File: src/rtl/aclink_frame_tx.sv
module aclink_frame_tx #(
  parameter int SLOTS  = 12,
  parameter int SLOT_W = 20,
  parameter int TAG_W  = 16,
  parameter int ID_W   = 2
) (
  input  logic                    clk_i,
  input  logic                    rst_i,
  input  logic                    ld_valid_i,
  output logic                    ld_ready_o,
  input  logic [SLOTS-1:0]        ld_mask_i,
  input  logic [ID_W-1:0]         ld_id_i,
  input  logic [SLOTS*SLOT_W-1:0] ld_slots_i,
  output logic                    sync_o,
  output logic                    sdout_o
);
  localparam int FRAME = TAG_W + SLOTS * SLOT_W;
  localparam int PW    = $clog2(FRAME);
  localparam int RSV_LO = SLOTS + 1;
  localparam int RSV_HI = TAG_W - ID_W;

  logic [PW-1:0]    pos;
  logic [FRAME-1:0] shreg, nxt;
  logic [ID_W-1:0]  id_q;
  logic             take;

  assign ld_ready_o = (pos == PW'(FRAME - 1));
  assign take       = ld_valid_i && ld_ready_o;
  assign sdout_o    = shreg[FRAME-1];
  assign sync_o     = (pos == PW'(FRAME - 1)) || (pos < PW'(TAG_W - 1));

  always_comb begin
    nxt = '0;
    if (take) begin
      nxt[FRAME-1] = |ld_mask_i;
      for (int k = 0; k < SLOTS; k++) nxt[FRAME-2-k] = ld_mask_i[k];
    end
    for (int j = 0; j < ID_W; j++) nxt[FRAME-TAG_W+j] = take ? ld_id_i[j] : id_q[j];
    for (int s = 0; s < SLOTS; s++)
      for (int b = 0; b < SLOT_W; b++)
        nxt[(SLOTS-1-s)*SLOT_W+b] = take && ld_mask_i[s] && ld_slots_i[s*SLOT_W+b];
  end

  always_ff @(posedge clk_i) begin
    if (rst_i) begin
      pos   <= PW'(FRAME - 2);
      shreg <= '0;
      id_q  <= '0;
    end else if (ld_ready_o) begin
      pos   <= '0;
      shreg <= nxt;
      if (take) id_q <= ld_id_i;
    end else begin
      pos   <= pos + 1'b1;
      shreg <= {shreg[FRAME-2:0], 1'b0};
    end
  end

  logic [PW:0] sync_run;
  always_ff @(posedge clk_i) begin
    if (rst_i)       sync_run <= '0;
    else if (sync_o) sync_run <= sync_run + 1'b1;
    else             sync_run <= '0;
  end

  AST_SYNC_WIDTH: assert property (@(posedge clk_i) disable iff (rst_i)
    $fell(sync_o) |-> sync_run == (PW+1)'(TAG_W));
  AST_SYNC_OPENS_WINDOW: assert property (@(posedge clk_i) disable iff (rst_i)
    $rose(sync_o) |-> ld_ready_o);
  AST_WINDOW_WRAPS: assert property (@(posedge clk_i) disable iff (rst_i)
    ld_ready_o |=> (pos == '0) && !ld_ready_o);
  AST_FRAME_VALID: assert property (@(posedge clk_i) disable iff (rst_i)
    (pos == '0) |-> sdout_o == |shreg[FRAME-2 -: SLOTS]);
  AST_RESERVED_ZERO: assert property (@(posedge clk_i) disable iff (rst_i)
    (pos >= PW'(RSV_LO) && pos < PW'(RSV_HI)) |-> !sdout_o);
endmodule

File: config.mk
export PLATFORM = sky130hd
export DESIGN_NAME = aclink_frame_tx
export DESIGN_NICKNAME = d
export VERILOG_FILES = /design/src/rtl/aclink_frame_tx.sv
export SDC_FILE = /design/constraint.sdc
export NUM_CORES = 1
export LEC_CHECK = 0
export ABC_AREA = 0
export BUFFER_PORTS_ARGS = -buffer_cell sky130_fd_sc_hd__buf_2
export CAP_MARGIN = 10
export CORE_MARGIN = 8
export CORE_UTILIZATION = 45
export DETAILED_ROUTE_END_ITERATION = 10
export PLACE_DENSITY_LB_ADDON = 0.08
export SYNTH_ARGS = -nofsm -noshare
export SYNTH_HDL_FRONTEND = slang
export SYNTH_SLANG_ARGS = --single-unit
File: constraint.sdc
create_clock -name clk_i -period 1.5 [get_ports clk_i]
set_input_delay 0.3 -clock clk_i [delete_from_list [all_inputs] [get_ports clk_i]]
set_output_delay 0.3 -clock clk_i [all_outputs]
set_load 0.02 [all_outputs]
==> run metrics <==
maximum clock skew at final layout=13.0 ps; Max Root-Sink Buffers=3; cell area after layout=14300 µm²; clock network power share=33.1%; routed length per placed instance=20.0 µm; number of synthesis warnings=0; number of design-rule violations left by the first detailed-router iteration=slightly below 300; switching fraction of total power=between 20% and 30%; final WL=28600 µm; post-synthesis average cell area=13.0 µm²; global route overflow=0; cell count after synthesis=approximately 640; actual transition at the worst max-transition pin=516 ps; htree depth=1; Max Transition Viols Final=0; Inst Count DP=1118; post-synthesis instance area=~8400 µm²; Placement Rows=50; share of synthesized flip-flops with an asynchronous set or reset=0%; post-synth net total=900; EDFF count, synth=0; reg-to-reg setup timing slack=-290 ps; post-synthesis compound-gate area fraction=around 28%; Crit path required time=1200 ps; fraction of layout instances using a drive strength above 1=between 30% and 40%; total leakage power=6.40 nW; number of iterations in the first detailed-routing pass=4; cell count of the worst reg-to-reg path=9; Skew-Pair Late Insertion Delay=roughly 520 ps; Final setup violation count=256; Global Route Usage Sum=21.5%; number of different library cells in the post-synthesis netlist=30; share of synthesized area occupied by flip-flops and latches=a little under two thirds; post-detailed-placement cell area=about 10000 µm²; most numerous cell in the Yosys netlist=sky130_fd_sc_hd__dfxtp_1; power spent charging and discharging nets=4.88 mW; outcome=finished, violations left; capture point of the worst reg-to-reg path=shreg[221]; fraction of the mapped netlist area in simple logic gates=3.17%; post-synthesis cell type with the largest combined area=sky130_fd_sc_hd__dfxtp_1; worst-case setup slack after placement=-32.1 ps; last element of the critical path=sync_o; layout-stage area growth over the synthesis result=71.1%; R2R Path Start=pos[1]; clock tree from TritonCTS=yes; final weighted congestion of routability-driven global placement=about 0.81; Clock Tree Root=sky130_fd_sc_hd__clkbuf_16; Combinational Power Share=26.5%; Tightest Hold Check Type=in -> reg; largest cells by area after synthesis=sky130_fd_sc_hd__dfxtp_1 64%, sky130_fd_sc_hd__a22o_1 25%, sky130_fd_sc_hd__buf_6 2.6%; count of maximum capacitance violations=0; number of global-route vias before repair=between 8000 and 9000; Die Height=152 µm; post-synth top area share=63.7%; chip width=152 µm; remaining max-slew budget at the tightest pin=65.5%; DR vias=7647; worst vdd rail ir drop=906 µV; final clock period utilization by the worst path=125%; most instantiated cells after synthesis=266 x sky130_fd_sc_hd__dfxtp_1, 240 x sky130_fd_sc_hd__a22o_1, 33 x sky130_fd_sc_hd__buf_2, 19 x sky130_fd_sc_hd__buf_6, 14 x sky130_fd_sc_hd__and4_1; antenna violations before repair=4; number of synthesized register bits=266; cell internal pwr=roughly 14 mW; top fanout value on the critical path=5; clock period minus final worst setup slack=1880 ps; endpoint kind of the worst setup timing path=primary output; DRC Markers=0; classification of the worst setup path=reg -> out; number of buffers inserted during clock tree synthesis=27; worst hold path stage count=2; IO Count=260; per-cell via count in the routed design=about 5.3; die footprint=between 20000 and 25000 µm²; # port buffers=between 200 and 300; share of cell area taken by muxes after synthesis=0.239%; number of cells in the finished layout apart from fillers=1430; Adder-Cell Fraction of Synth Area=0.150%; Setup crit start kind=flop; first-pass GRT wire length=41300 µm; Floorplan Core Area=18500 µm²; clk sinks=between 200 and 300; Net count, final=about 1400; clock slew seen by the registers of the worst setup and hold paths=60 ps; arrival time worst endpoint=1580 ps; Initial Utilization=between 40% and 50%; xor-xnor portion of the synthesized cell area=less than 1%; proportion of power drawn by flip-flops and latches=40.4%; areal power density over the cells=1350 nW/µm²; maximum number of pins on one net before global-route repair=33; violated checks=setup timing; Hold Violations, Final=0; max frequency=532 MHz; largest family of logic cells by synthesized area=compound AO/OA/AOI/OAI gates; worst setup path startpoint=pos[5]; placed wire-length estimate=14900 µm; Primary FF master, synth=sky130_fd_sc_hd__dfxtp_1; antenna viol nets, final=0; setup repair after global routing missed its margin=true; final critical-path setup slack=-381 ps
sequential cells by signal (all words and copies together), names as in the netlist:
register	flops
pos	8
id_q	2
shreg	256
repair_timing:
action | 4_1_cts | 5_1_grt
endpoints found under the hold margin | 189 | 4
buffers inserted | 13 | 28
hold buffers | 189 | 4
pin swaps | 41 | 185
cloned | 13 | 25
resized for setup | 26 | 42
setup endpoints to repair | 114 | 258
cell families after synthesis:
kind of cell | after synthesis
buffers and inverters | 60
flip-flops | 266
AND/OR/NAND/NOR | 41
multiplexers | 2
XOR/XNOR | 2
AO/OA/AOI/OAI | 270
adder cells (fa/ha/maj) | 1
placed cells by master, fill, tap and decap left out, types with 12 or more instances in the layout:
cell,count
sky130_fd_sc_hd__dfxtp_1,260
sky130_fd_sc_hd__buf_2,257
sky130_fd_sc_hd__a22o_1,240
sky130_fd_sc_hd__dlygate4sd3_1,193
sky130_fd_sc_hd__clkbuf_16,46
sky130_fd_sc_hd__buf_4,31
sky130_fd_sc_hd__buf_12,29
sky130_fd_sc_hd__a21o_1,12
sky130_fd_sc_hd__buf_16,12
critical path: stages, from the launching register on:
cell and delay [ps]:
sky130_fd_sc_hd__dfxtp_2 340, sky130_fd_sc_hd__buf_6 110, sky130_fd_sc_hd__nand4_1 170, sky130_fd_sc_hd__nor2_4 180
sky130_fd_sc_hd__a41o_1 140, sky130_fd_sc_hd__buf_6 130
worst min-delay path by stage:
stage	startpoint	end	slack, ps
CTS	ld_slots_i[91]	shreg[151]	0.3
global route	ld_slots_i[118]	shreg[138]	3
finish	ld_slots_i[8]	shreg[228]	10
detailed placement	shreg[241]	shreg[242]	420
global placement	shreg[244]	shreg[245]	410
floorplan	shreg[242]	shreg[243]	400
area by class of cell:
type	count	area, µm²
tap	234	293
timing repair buffer	560	5100
sequential	266	5330
clock buffer	42	792
fill	1083	4150
clock inverter	4	45.0
inverter	3	11.3
multi-input combinational	319	2730
antenna	2	5.00
metrics by stage:
stage | hold WS (ps) | power, mW | TNS, ps | util [%]
finish | 11.5 | 19.3 | -56980 | 77.5
global route | 3.28 | 20.0 | -66120 | 77.5
CTS | 0.253 | 18.0 | -73440 | 73.0
detailed placement | 415 | 10.5 | -605 | 55.0
global placement | 415 | 10.4 | 0 | 55.0
floorplan | 403 | 9.44 | 0 | -
routing by layer:
layer	share of wire [%]	vias to the layer above	routed length, µm	GRT usage [%]
met1	40	3699	11500	25.0
met5	0.084	-	24	0
met2	51	311	14600	37.4
met4	2.4	4	695	7.81
met3	6.5	61	1870	5.64
li1	-	3572	-	-
power by group through the flow:
| stage | Clock, mW | Sequential, mW | Combinational (mW) |
|---|---|---|---|
| after detailed placement | 0 | 7.88 | 2.62 |
| after CTS | 6.47 | 7.75 | 3.83 |
| after global routing | 6.78 | 7.81 | 5.39 |
| after global placement | 0 | 7.86 | 2.52 |
| final | 6.38 | 7.77 | 5.11 |
| after floorplan | 0 | 7.86 | 1.58 |
(Power assumes the default switching activity.)
